File: config.mk
export PLATFORM = sky130hd
export DESIGN_NAME = clamp_adder_bank
export DESIGN_NICKNAME = d
export VERILOG_FILES = /design/src/rtl/clampsum_pkg.sv /design/src/rtl/bound_pair_reg.sv /design/src/rtl/sat_junction.sv /design/src/rtl/clamp_adder_bank.sv
export SDC_FILE = /design/constraint.sdc
export NUM_CORES = 1
export LEC_CHECK = 0
export CORE_MARGIN = 3
export CORE_UTILIZATION = 47
export DETAILED_ROUTE_END_ITERATION = 10
export PLACE_DENSITY = 0.84
export SYNTH_ARGS = -nofsm -noshare
export SYNTH_HDL_FRONTEND = slang
export SYNTH_SLANG_ARGS = --single-unit
File: constraint.sdc
create_clock -name clk -period 5.29 [get_ports clk]
set_input_delay 0.529 -clock clk [delete_from_list [all_inputs] [get_ports clk]]
set_output_delay 0.529 -clock clk [all_outputs]
set_load 0.005 [all_outputs]
File: src/rtl/clampsum_pkg.sv
package clampsum_pkg;
  localparam int SAMPLE_W   = 16;
  localparam int ACC_W      = 24;
  localparam int FULL_SCALE = 32767;

  typedef logic signed [SAMPLE_W-1:0] sample_t;
  typedef logic signed [ACC_W-1:0]    acc_t;

  typedef struct packed {
    sample_t lo;
    sample_t hi;
  } bounds_t;

  function automatic acc_t widen(input sample_t s);
    return {{(ACC_W-SAMPLE_W){s[SAMPLE_W-1]}}, s};
  endfunction

  function automatic logic above_hi(input acc_t v, input sample_t hi);
    return v > widen(hi);
  endfunction

  function automatic logic below_lo(input acc_t v, input sample_t lo);
    return v < widen(lo);
  endfunction

  // Upper comparison is evaluated first; it wins when bounds are inverted.
  function automatic sample_t clamp(input acc_t v, input bounds_t b);
    if (above_hi(v, b.hi))      return b.hi;
    else if (below_lo(v, b.lo)) return b.lo;
    else                        return v[SAMPLE_W-1:0];
  endfunction
endpackage

File: src/rtl/bound_pair_reg.sv
module bound_pair_reg
  import clampsum_pkg::*;
#(
  parameter int RESET_HI = FULL_SCALE,
  parameter int RESET_LO = -FULL_SCALE
) (
  input  logic    clk,
  input  logic    rst_n,
  input  logic    lo_wr,
  input  sample_t lo_data,
  input  logic    hi_wr,
  input  sample_t hi_data,
  output bounds_t bounds
);
  localparam sample_t HI_INIT = sample_t'(RESET_HI);
  localparam sample_t LO_INIT = sample_t'(RESET_LO);

  always_ff @(posedge clk or negedge rst_n) begin
    if (!rst_n) begin
      bounds.hi <= HI_INIT;
      bounds.lo <= LO_INIT;
    end else begin
      if (hi_wr) bounds.hi <= hi_data;
      if (lo_wr) bounds.lo <= lo_data;
    end
  end

  // a strobed value is held from the next edge on
  assert_hi_write_R8: assert property (@(posedge clk) disable iff (!rst_n)
    hi_wr |=> bounds.hi == $past(hi_data));
  assert_lo_write_R8: assert property (@(posedge clk) disable iff (!rst_n)
    lo_wr |=> bounds.lo == $past(lo_data));
  assert_hold_R8: assert property (@(posedge clk) disable iff (!rst_n)
    (!hi_wr && !lo_wr) |=> $stable(bounds));
endmodule

File: src/rtl/sat_junction.sv
module sat_junction
  import clampsum_pkg::*;
#(
  parameter int N_TERMS = 2
) (
  input  logic                        clk,
  input  logic                        rst_n,
  input  logic [N_TERMS*SAMPLE_W-1:0] terms,
  input  logic [N_TERMS-1:0]          term_en,
  input  bounds_t                     bounds,
  output sample_t                     y
);
  localparam int SUM_W = SAMPLE_W + $clog2(N_TERMS) + 1;

  acc_t gated [N_TERMS];
  acc_t acc_sum;
  logic hit_hi;
  logic hit_lo;

  for (genvar g = 0; g < N_TERMS; g++) begin : g_term
    assign gated[g] = term_en[g] ? widen(terms[g*SAMPLE_W +: SAMPLE_W]) : '0;
  end

  always_comb begin
    acc_sum = '0;
    for (int k = 0; k < N_TERMS; k++) acc_sum = acc_sum + gated[k];
  end

  assign hit_hi = above_hi(acc_sum, bounds.hi);
  assign hit_lo = !hit_hi && below_lo(acc_sum, bounds.lo);

  always_ff @(posedge clk or negedge rst_n) begin
    if (!rst_n) y <= '0;
    else        y <= clamp(acc_sum, bounds);
  end

  initial begin
    assert_acc_wide_R3: assert (SUM_W <= ACC_W);
  end

  // ordered bounds contain the output
  assert_in_range_R1: assert property (@(posedge clk) disable iff (!rst_n)
    ($signed(bounds.lo) <= $signed(bounds.hi)) |=>
      ($signed(y) <= $signed($past(bounds.hi)) && $signed(y) >= $signed($past(bounds.lo))));
  // inverted bounds produce only a bound value, the upper one on overshoot
  assert_inverted_R7: assert property (@(posedge clk) disable iff (!rst_n)
    ($signed(bounds.lo) > $signed(bounds.hi)) |=>
      (y == $past(bounds.hi) || y == $past(bounds.lo)));
  assert_upper_first_R7: assert property (@(posedge clk) disable iff (!rst_n)
    hit_hi |=> y == $past(bounds.hi));
  // non-negative sum with non-negative ordered bounds never wraps negative
  assert_no_overflow_R3: assert property (@(posedge clk) disable iff (!rst_n)
    (acc_sum >= 0 && !bounds.hi[SAMPLE_W-1] && !bounds.lo[SAMPLE_W-1]) |=>
      !y[SAMPLE_W-1]);
endmodule

File: src/rtl/clamp_adder_bank.sv
module clamp_adder_bank
  import clampsum_pkg::*;
#(
  parameter logic [1:0] EN_RESET = 2'b01
) (
  input  logic        clk,
  input  logic        rst_n,
  input  logic [15:0] uc_i_a,
  input  logic [15:0] uc_i_b,
  input  logic [15:0] uc_q_a,
  input  logic [15:0] uc_q_b,
  input  logic [15:0] dac_offset,
  input  logic [15:0] dac_uc_i,
  input  logic [15:0] dac_partner_q,
  input  logic        en_wr,
  input  logic [1:0]  en_data,
  input  logic        uc_lo_wr,
  input  logic [15:0] uc_lo_data,
  input  logic        uc_hi_wr,
  input  logic [15:0] uc_hi_data,
  input  logic        dac_lo_wr,
  input  logic [15:0] dac_lo_data,
  input  logic        dac_hi_wr,
  input  logic [15:0] dac_hi_data,
  output logic [15:0] uc_i_out,
  output logic [15:0] uc_q_out,
  output logic [15:0] dac_out
);
  localparam int UC_TERMS  = 2;
  localparam int DAC_TERMS = 3;

  bounds_t    uc_bounds;
  bounds_t    dac_bounds;
  logic [1:0] en_cfg;
  logic       i_on;
  logic       q_on;

  always_ff @(posedge clk or negedge rst_n) begin
    if (!rst_n)     en_cfg <= EN_RESET;
    else if (en_wr) en_cfg <= en_data;
  end
  assign i_on = en_cfg[0];
  assign q_on = en_cfg[1];

  // enable register changes only on its strobe
  assert_en_hold_R5: assert property (@(posedge clk) disable iff (!rst_n)
    !en_wr |=> $stable(en_cfg));
  assert_en_write_R8: assert property (@(posedge clk) disable iff (!rst_n)
    en_wr |=> en_cfg == $past(en_data));

  bound_pair_reg u_uc_bounds (
    .clk, .rst_n,
    .lo_wr(uc_lo_wr), .lo_data(uc_lo_data),
    .hi_wr(uc_hi_wr), .hi_data(uc_hi_data),
    .bounds(uc_bounds)
  );

  bound_pair_reg u_dac_bounds (
    .clk, .rst_n,
    .lo_wr(dac_lo_wr), .lo_data(dac_lo_data),
    .hi_wr(dac_hi_wr), .hi_data(dac_hi_data),
    .bounds(dac_bounds)
  );

  sat_junction #(.N_TERMS(UC_TERMS)) u_jn_i (
    .clk, .rst_n,
    .terms({uc_i_b, uc_i_a}), .term_en('1),
    .bounds(uc_bounds), .y(uc_i_out)
  );

  sat_junction #(.N_TERMS(UC_TERMS)) u_jn_q (
    .clk, .rst_n,
    .terms({uc_q_b, uc_q_a}), .term_en('1),
    .bounds(uc_bounds), .y(uc_q_out)
  );

  sat_junction #(.N_TERMS(DAC_TERMS)) u_jn_dac (
    .clk, .rst_n,
    .terms({dac_partner_q, dac_uc_i, dac_offset}),
    .term_en({q_on, i_on, 1'b1}),
    .bounds(dac_bounds), .y(dac_out)
  );
endmodule

==> results.toml, run 1 <==
[sta]
max_freq_ghz = 0.1976
final_period_utilization_pct = 95.65
worst_clock_skew_ns = 0.007290
minimum_clock_period_ns = 5.060
timing_hold_violations_final = 0
final_max_slew_viol_count = 0
finalWorstSetupSlack_ns = 0.2299
max_slew_margin_pct = 29.58
tightest_slew_ns = 1.053
setup-violations-final = 0

[detailed_routing]
detailedRoute.firstPassIterationCount = 5
via_count = 9316
routed_wire_length_per_instance_um = 17.75
wirelength_mm = 29.05
antenna_left = 0
drc = 0
detail_route.iter0.violations = 504
drt-vias-per-instance = 5.694

[job]
max_cap_viol_count = 0

[floorplan]
initial_core_util_pct = 48.62
design.die.area_um2 = 23120
die-width_um = 152.1
fp.dieH_um = 152.1
fp.coreArea_um2 = 20620
ios = 233
floorplan.rows = 52

[worst_setup_path]
critPathMaxFanout = 17
worstPathCellList = "nand2_1 -> fa_1 -> inv_1 -> ha_1 -> fa_1 -> a211oi_2 -> o21ai_0 -> nand3_1 -> a31oi_1 -> a211o_1 -> nand2_1 -> ha_1 -> nand4_1 -> nor3_1 -> nor3b_2 -> o31ai_1 -> nand3_1 -> mux2i_4 -> buf_6 -> mux2i_1"
critical_path.n_buffers_inverters = 2
worst-endpoint-arrival_ns = 5.39
cp_slowest_cell = "dfstp_4"
worst_setup_path_start_kind = "flip-flop"
cpPeakStageDelay_ns = 0.70
path_delay_family = "adder cells"
crit_required_ns = 5.62
worst-setup-path-type = "reg2reg"
worstSetupEndpointType = "flip-flop"

[clocking]
maximum_buffer_depth_of_the_clock_tree = 2
clock_latency_ns = 0.42
cts-root-buf = "clkbuf_16"
cts-htree-levels = 4
cts.hold.buffers_added = 0
cts-resized-gates = 0
post_cts.repair.setup_buffers = 0
cts.reportedPaths.clkPinSlew_ns = 0.06
cts.sink_count = 114
tritoncts_clock_tree = "done"
cts_buffers = 17

[synthesis]
yosys_register_bits = 114
dominantRegCellSynth = "dfrtp_1"
post_synth_xor_area_fraction_pct = 2.970
syn-mean-instance-area_um2 = 9.033
yosysWarningCount = 0
postSynth.asyncResetShare_pct = 100.0
muxShareOfSynthArea_pct = 6.826
synthesized_area_fraction_occupied_by_and_or_nand_nor_cells_pct = 14.24
postSynthNetCount = 1475
synth_top_family_by_area = "adder cells"
compound_gate_fraction_of_synth_area_pct = 18.70
ys_seq_area_share_pct = 28.89
yosys.area_share.adder_pct = 23.88
synth_enable_flop_cells = 0
yosysUniqueCellTypes = 66
syn_inst = 1110
synthesis.area_um2 = 10030

[final_layout]
syn_to_final_growth_pct = 32.95
finish.utilization_pct = 64.64
antenna_cells = 0
drive_gt1_share_pct = 8.199
most_common_cell_after_layout_fill_and_taps_aside = "clkdlybuf4s50_1"
layout.filler_cells = 1657
num-nets-final = 1718
mostFrequentLayoutCells = "clkdlybuf4s50_1 (231), ha_1 (161), o21ai_0 (114)"

[hold_path]
worstHoldPathType = "in2async"

[power_and_ir_drop]
power.leakage_nw = 6.144
ir_worst_vdd_uv = 298.5
p_per_area_nw_per_um2 = 382.0

[grt]
grt.overflow.total = 0
grt_antenna_before_repair = 0
first_pass_grt_wire_length_mm = 46.86
grt_start_max_net_pins = 62
grt_pass1_vias = 9316
grt_usage_pct = 24.84

[outcome]
outcome = "finished clean"

[placement]
detailedPlacementHpwl_mm = 24.06
detailedPlace.worstSlack_ns = -0.1110
place.port_buffers = 232
place.gp.congestion = 0.9427
[cell families after synthesis]
logic type	Yosys count
buf+inv	114
flops	114
fa+ha+maj	180
simple gates	296
xor+xnor	34
compound gates	305
mux	67
[cell type report]
cell class                      instances  area, µm²  share of cell area, %
Multi-Input combinational cell        882       6709                  50.32
Sequential cell                       114       2902                  21.76
Timing Repair Buffer                  252       2477                  18.58
Clock buffer                           17      425.4                  3.191
Tap cell                              270      337.8                  2.534
Inverter                               86      322.8                  2.421
Clock inverter                         15      157.7                  1.183
[cells in the mapped netlist (all sizes together), types with 5 or more instances]
master,instances,area [µm²]
o211ai,9,67.56
a31oi,19,118.9
mux2i,59,594.3
ha,161,2014
nand2b,7,43.79
dfstp,35,919.6
dfrtp,79,1977
xnor2,20,175.2
inv,86,322.8
nand2,111,416.7
nor2,52,197.7
and3,6,37.54
nor3,16,80.08
o21a,12,90.09
or2,5,31.28
or3,5,31.28
buf,7,48.79
o21ai,117,589.3
o21bai,5,37.54
xor2,14,122.6
and2,30,187.7
fa,19,380.4
a21oi,64,320.3
nand4,14,87.58
mux2,8,90.09
a21o,24,180.2
clkbuf,21,78.83
nor2b,10,62.56
a211oi,14,105.1
nand3,22,110.1
[state kept, by name, indices dropped and copies added (netlist names)]
register             flops
u_jn_dac.y              16
u_jn_q.y                16
u_jn_i.y                16
u_dac_bounds.bounds     32
en_cfg                   2
u_uc_bounds.bounds      32
[worst paths after layout]
| path | start | end | slack, ns | depth (start not counted) |
|---|---|---|---|---|
| worst min-delay path | rst_n | u_dac_bounds.bounds[15] | 0.17 | 1 |
| max in group asynchronous | rst_n | u_uc_bounds.bounds[29] | 3.99 | 2 |
| worst max register to register | en_cfg[0] | u_jn_dac.y[4] | 0.23 | 20 |
| worst min register to register | u_uc_bounds.bounds[8] | u_jn_q.y[8] | 0.53 | 2 |
| worst max-delay path | en_cfg[0] | u_jn_dac.y[4] | 0.23 | 20 |
| min in group clk | u_uc_bounds.bounds[8] | u_jn_q.y[8] | 0.53 | 2 |
[worst register-to-register path, delay by kind of cell, from the launching register on]
family          cells  cell delay (ns)
fa+ha+maj           4             1.29
buf+inv             2             0.22
flops               1             0.70
compound gates      5             1.01
simple gates        7             1.17
mux                 2             0.56
[report_power, final]
group / switching (mW) / internal (mW) / total, mW
sequential: 0.104 / 1.11 / 1.22
clock: 0.459 / 0.666 / 1.12
combinational: 1.41 / 1.34 / 2.75
total: 1.97 / 3.12 / 5.09
[stage by stage]
stage          hold slack [ns]  instance area (µm²)  power, mW  std cells  TNS (ns)
2_1_floorplan           0.2334                10030      2.836       1110         0
3_3_place_gp            0.5146                12710      3.831       1604         0
3_5_place_dp            0.5184                12710      3.917       1604    -1.400
4_1_cts                 0.1990                13290      5.067       1636         0
5_1_grt                 0.2366                13330      5.435       1636  -0.02521
6_report                0.1708                13330      5.093       1636         0
[metal layers]
metal  vias up  global-route usage, %  wire, µm
li1       4492                      -         -
met2       363                  44.94     14940
met3        40                  4.465      1828
met1      4421                  30.67     11770
met5         -                      0         0
met4         0                  6.164       501
Note: power is estimated with default switching activity, not from simulation.
==> inputs of run 2 (changes only) <==
- RECOVER_POWER: unset -> 25
==> results.toml, run 2 (synthesized netlist as in run 1, its figures left out) <==
[sta]
max_slew_margin_pct = -114.3
timing_hold_violations_final = 0
setup-violations-final = 0
tightest_slew_ns = 3.214
max_freq_ghz = 0.1977
final_max_slew_viol_count = 62
final_period_utilization_pct = 95.62
hold_slack_ns = 0.5254
worst_clock_skew_ns = 0.007244
total_negative_setup_slacks_ns = 0
minimum_clock_period_ns = 5.058

[hold_path]
hp-start = "u_uc_bounds.bounds[8]"
min_delay_worst_endpoint = "u_jn_q.y[8]"
min_delay_path_depth = 2
worstHoldPathType = "reg2reg"

[placement]
numPlacedInstances = 1604
detailedPlacementHpwl_mm = 24.06
placed_cell_area_um2 = 12710
place.port_buffers = 232
place.gp.congestion = 0.9427

[worst_setup_path]
worst-endpoint-arrival_ns = 5.39
cp_depth = 20
worst_setup_path_start_kind = "flip-flop"
worstSetupEndpointType = "flip-flop"
crit-reg2reg-launch = "en_cfg[0]"
rr_endpoint = "u_jn_dac.y[4]"
critical_path.n_buffers_inverters = 2
worstPathCellList = "nand2_1 -> fa_1 -> inv_1 -> ha_1 -> fa_1 -> a211oi_2 -> o21ai_0 -> nand3_1 -> a31oi_1 -> a211o_1 -> nand2_1 -> ha_1 -> nand4_1 -> nor3_1 -> nor3b_2 -> o31ai_1 -> nand3_1 -> mux2i_4 -> buf_6 -> mux2i_1"
worst-setup-path-type = "reg2reg"
path_delay_family = "adder cells"
critPathMaxFanout = 17
reg2reg_slack_ns = 0.23
r2r_cells = 20
crit_required_ns = 5.62
cp_slowest_cell = "dfstp_4"
cpPeakStageDelay_ns = 0.70

[clocking]
clock_latency_ns = 0.42
cts-htree-levels = 4
cts.reportedPaths.clkPinSlew_ns = 0.06
cts_buffers = 17
maximum_buffer_depth_of_the_clock_tree = 2
cts.sink_count = 114
cts.hold.buffers_added = 0
tritoncts_clock_tree = "done"
cts-root-buf = "clkbuf_16"
post_cts.repair.setup_buffers = 0

[grt]
grt_antenna_before_repair = 0
grt.overflow.total = 0
grt_usage_pct = 24.84
first_pass_grt_wire_length_mm = 46.86
grt_start_max_net_pins = 62
grt_pass1_vias = 9316

[final_layout]
most_common_cell_after_layout_fill_and_taps_aside = "clkdlybuf4s50_1"
mostFrequentLayoutCells = "clkdlybuf4s50_1 (230), ha_1 (161), o21ai_0 (114)"
layout.filler_cells = 1659
finish.cell_count_without_fillers = 1636
finish.utilization_pct = 64.61
antenna_cells = 0
biggestRegsByFlops = "u_dac_bounds.bounds (32), u_uc_bounds.bounds (32)"
num-nets-final = 1718
final_design_area_no_fill_um2 = 13330
syn_to_final_growth_pct = 32.89
drive_gt1_share_pct = 8.126

[floorplan]
fp.dieH_um = 152.1
floorplan.rows = 52
fp.coreArea_um2 = 20620
die-width_um = 152.1
ios = 233
design.die.area_um2 = 23120
initial_core_util_pct = 48.62

[detailed_routing]
antenna_left = 0
detail_route.iter0.violations = 504
drt-vias-per-instance = 5.687
routed_wire_length_per_instance_um = 17.75
drc = 0
detailedRoute.firstPassIterationCount = 5
wirelength_mm = 29.04
via_count = 9304

[power_and_ir_drop]
ir_worst_vdd_uv = 297.9
p_per_area_nw_per_um2 = 382.2
power.leakage_nw = 6.140

[job]
max_cap_viol_count = 1

[outcome]
failing_checks = "capacitance limit, slew limit"
outcome = "finished with violations"
## run 2: repair_timing
action	in CTS	in global routing
resized for setup	0	9
setup endpoints to repair	0	16
hold endpoints to repair	0	0
## run 2: tightest hold or removal path, cell delays in order (launching register included)
cell	delay, ns
dfstp_2	0.37
nand2_1	0.05
o21ai_0	0.06
## run 2: per-stage QoR
stage | setup slack, ns | power (mW)
after floorplan | 0.3603 | 2.836
after global routing | -0.01776 | 5.434
after detailed placement | -0.1110 | 3.917
final | 0.2315 | 5.093
after global placement | 0.08359 | 3.831
after CTS | 0.07875 | 5.067
## run 2: how the worst max path moves through the flow
| stage | start | to | slack [ns] |
|---|---|---|---|
| 2_1_floorplan | en_cfg[0] | u_jn_dac.y[10] | 0.36 |
| 3_3_place_gp | dac_partner_q[1] | u_jn_dac.y[8] | 0.08 |
| 3_5_place_dp | dac_partner_q[1] | u_jn_dac.y[4] | -0.11 |
| 4_1_cts | en_cfg[1] | u_jn_dac.y[4] | 0.08 |
| 5_1_grt | en_cfg[0] | u_jn_dac.y[4] | -0.02 |
| 6_report | en_cfg[0] | u_jn_dac.y[4] | 0.23 |
## run 2: cell type report
cell class / count / area, µm² / share of cell area [%]
inverter: 86 / 322.8 / 2.423
multi-input combinational: 882 / 6709 / 50.35
timing repair buffer: 252 / 2471 / 18.54
sequential: 114 / 2902 / 21.77
clock buffer: 17 / 425.4 / 3.192
clock inverter: 15 / 157.7 / 1.183
tap: 270 / 337.8 / 2.535
## run 2: routing by layer
layer  vias up  share of wire, %  track usage, %
met5         -                 0               0
met4         0               1.7           6.164
met3        37               6.2           4.465
met2       357                51           44.94
met1      4418                41           30.67
li1       4492                 -               -
## run 2: power breakdown
part	switching (mW)	internal, mW
registers	0.104	1.11
clock network	0.458	0.666
logic	1.41	1.34
==> inputs of run 3 (changes only) <==
- PLACE_DENSITY: 0.84 -> 0.76
==> results.toml, run 3 (synthesized netlist as in run 1, its figures left out) <==
[clocking]
cts_buffers = 17
tritoncts_clock_tree = "done"
cts.sink_count = 114
post_cts.repair.setup_buffers = 0
cts-htree-levels = 4
cts.reportedPaths.clkPinSlew_ns = 0.06
cts-root-buf = "clkbuf_16"
maximum_buffer_depth_of_the_clock_tree = 2
clock_latency_ns = 0.43

[floorplan]
die-width_um = 152.1
fp.dieH_um = 152.1
floorplan.rows = 52
ios = 233
fp.coreArea_um2 = 20620
design.die.area_um2 = 23120
initial_core_util_pct = 48.62

[grt]
grt.overflow.total = 0
grt_pass1_vias = 9378
grt_usage_pct = 25.67
first_pass_grt_wire_length_mm = 48.10
grt_antenna_before_repair = 0
grt_start_max_net_pins = 66

[hold_path]
worstHoldPathType = "reg2reg"

[worst_setup_path]
crit_end = "u_jn_dac.y[9]"
worst_setup_path_start_kind = "flip-flop"
worstPathCellList = "and2_1 -> fa_1 -> ha_1 -> o21ai_0 -> o21ai_1 -> nand3_1 -> a31oi_2 -> a21o_1 -> a21o_1 -> o21ai_1 -> ha_1 -> nand4_1 -> nor3_1 -> nor3b_2 -> o31ai_1 -> nand3_1 -> mux2i_2 -> buf_4 -> mux2i_1"
reg2reg_slack_ns = 0.19
worstSetupEndpointType = "flip-flop"
worstSetupStartpoint = "en_cfg[0]"
rr_endpoint = "u_jn_dac.y[9]"
critPathMaxFanout = 17
crit_required_ns = 5.63
cpPeakStageDelay_ns = 0.70
worst-endpoint-arrival_ns = 5.44
worst-setup-path-type = "reg2reg"
crit-reg2reg-launch = "en_cfg[0]"
r2r_cells = 19
cp_slowest_cell = "dfstp_4"

[detailed_routing]
via_count = 9346
antenna_left = 0
topRoutingLayerUsed = "met4"
detailedRoute.firstPassIterationCount = 5
drc = 0
met2RoutedLength_mm = 15.45
detail_route.iter0.violations = 568
met3_wirelength_mm = 1.507
wirelength_mm = 30.65
drt-vias-per-instance = 5.688
m1WireLength_mm = 12.75
routed_wire_length_per_instance_um = 18.65

[sta]
minimum_clock_period_ns = 5.096
max_slew_margin_pct = -129.5
max_freq_ghz = 0.1962
final_period_utilization_pct = 96.33
final_max_slew_viol_count = 66
rsz0062_at_grt = "yes"
worst_clock_skew_ns = 0.008915
timing_hold_violations_final = 0
setup-violations-final = 0
tightest_slew_ns = 3.442

[final_layout]
antenna_cells = 0
final_design_area_no_fill_um2 = 13430
mostFrequentLayoutCells = "clkdlybuf4s50_1 (230), ha_1 (161), nand2_1 (111)"
multiInputGateArea_um2 = 6718
layout.filler_cells = 1704
biggestRegsByFlops = "u_dac_bounds.bounds (32), u_uc_bounds.bounds (32)"
drive_gt1_share_pct = 8.813
num-nets-final = 1725
layout.area.seq_um2 = 2902
most_common_cell_after_layout_fill_and_taps_aside = "clkdlybuf4s50_1"
syn_to_final_growth_pct = 33.97

[power_and_ir_drop]
fin_total_pwr_mw = 5.275
ir_worst_vdd_uv = 296.4
p_per_area_nw_per_um2 = 392.7
power.leakage_nw = 6.195

[outcome]
failing_checks = "capacitance limit, slew limit"
outcome = "finished with violations"

[placement]
place.port_buffers = 232
detailedPlacementHpwl_mm = 25.17
placed_cell_area_um2 = 12800
place.gp.congestion = 0.9397

[job]
max_cap_viol_count = 1
run 3: changes by cell type in the layout (fill, tap and decap cells not counted), moves of 2 or more:
cell and delta:
a31oi_2 +2, o21ai_0 -4, o21ai_1 +4, buf_12 +3
clkinv_2 +2, buf_4 +7, buf_6 -2, inv_6 -3
a31oi_1 -2
run 3: routing by layer:
layer  track usage [%]  vias up
met5                 0        -
met4             9.033        0
met3             3.953       63
met2             45.00      324
met1             32.21     4446
li1                  -     4513
run 3: layout make-up:
cell class	count	share of cell area, %
multi-input cells	882	50.01
flip-flops and latches	114	21.60
inverters	86	2.403
repair buffers	259	19.03
well taps	270	2.515
clock inverters	15	1.276
clock buffers	17	3.167
run 3: where the power goes:
group	switching, mW	internal (mW)
logic	1.46	1.42
registers	0.102	1.11
clock network	0.469	0.708
run 3: worst max-delay path: cells and delay by family (launching register included):
family / cells / cell delay, ns
buffers and inverters: 1 / 0.25
flip-flops: 1 / 0.70
adder cells (fa/ha/maj): 3 / 1.14
AND/OR/NAND/NOR: 6 / 1.11
AO/OA/AOI/OAI: 7 / 1.28
multiplexers: 2 / 0.52
run 3: how the worst min path moves through the flow:
| stage | cells past startpoint | slack, ns | endpoint | startpoint |
|---|---|---|---|---|
| after floorplan | 0 | 0.23 | en_cfg[1] | rst_n |
| after global placement | 2 | 0.51 | u_jn_q.y[7] | u_uc_bounds.bounds[7] |
| after detailed placement | 2 | 0.52 | u_jn_q.y[7] | u_uc_bounds.bounds[7] |
| after CTS | 1 | 0.23 | u_jn_q.y[4] | rst_n |
| after global routing | 2 | 0.55 | u_jn_q.y[2] | u_uc_bounds.bounds[2] |
| final | 2 | 0.53 | u_jn_q.y[5] | u_uc_bounds.bounds[5] |
run 3: repair_timing:
item | CTS | global route
setup endpoints to repair | 0 | 16
endpoints found under the hold margin | 0 | 0
resized for setup | 0 | 13
hold buffers | 0 | 0
run 3: metrics by stage:
stage	TNS, ns	setup slack [ns]	std cells	util [%]	hold WS [ns]
6_report	0	0.1941	1643	65.13	0.5256
5_1_grt	-1.050	-0.08945	1643	65.13	0.5528
4_1_cts	0	0.09557	1643	64.96	0.2306
3_5_place_dp	-1.646	-0.1392	1611	62.07	0.5196
3_3_place_gp	0	0.03510	1611	62.07	0.5108
2_1_floorplan	0	0.3603	1110	-	0.2334
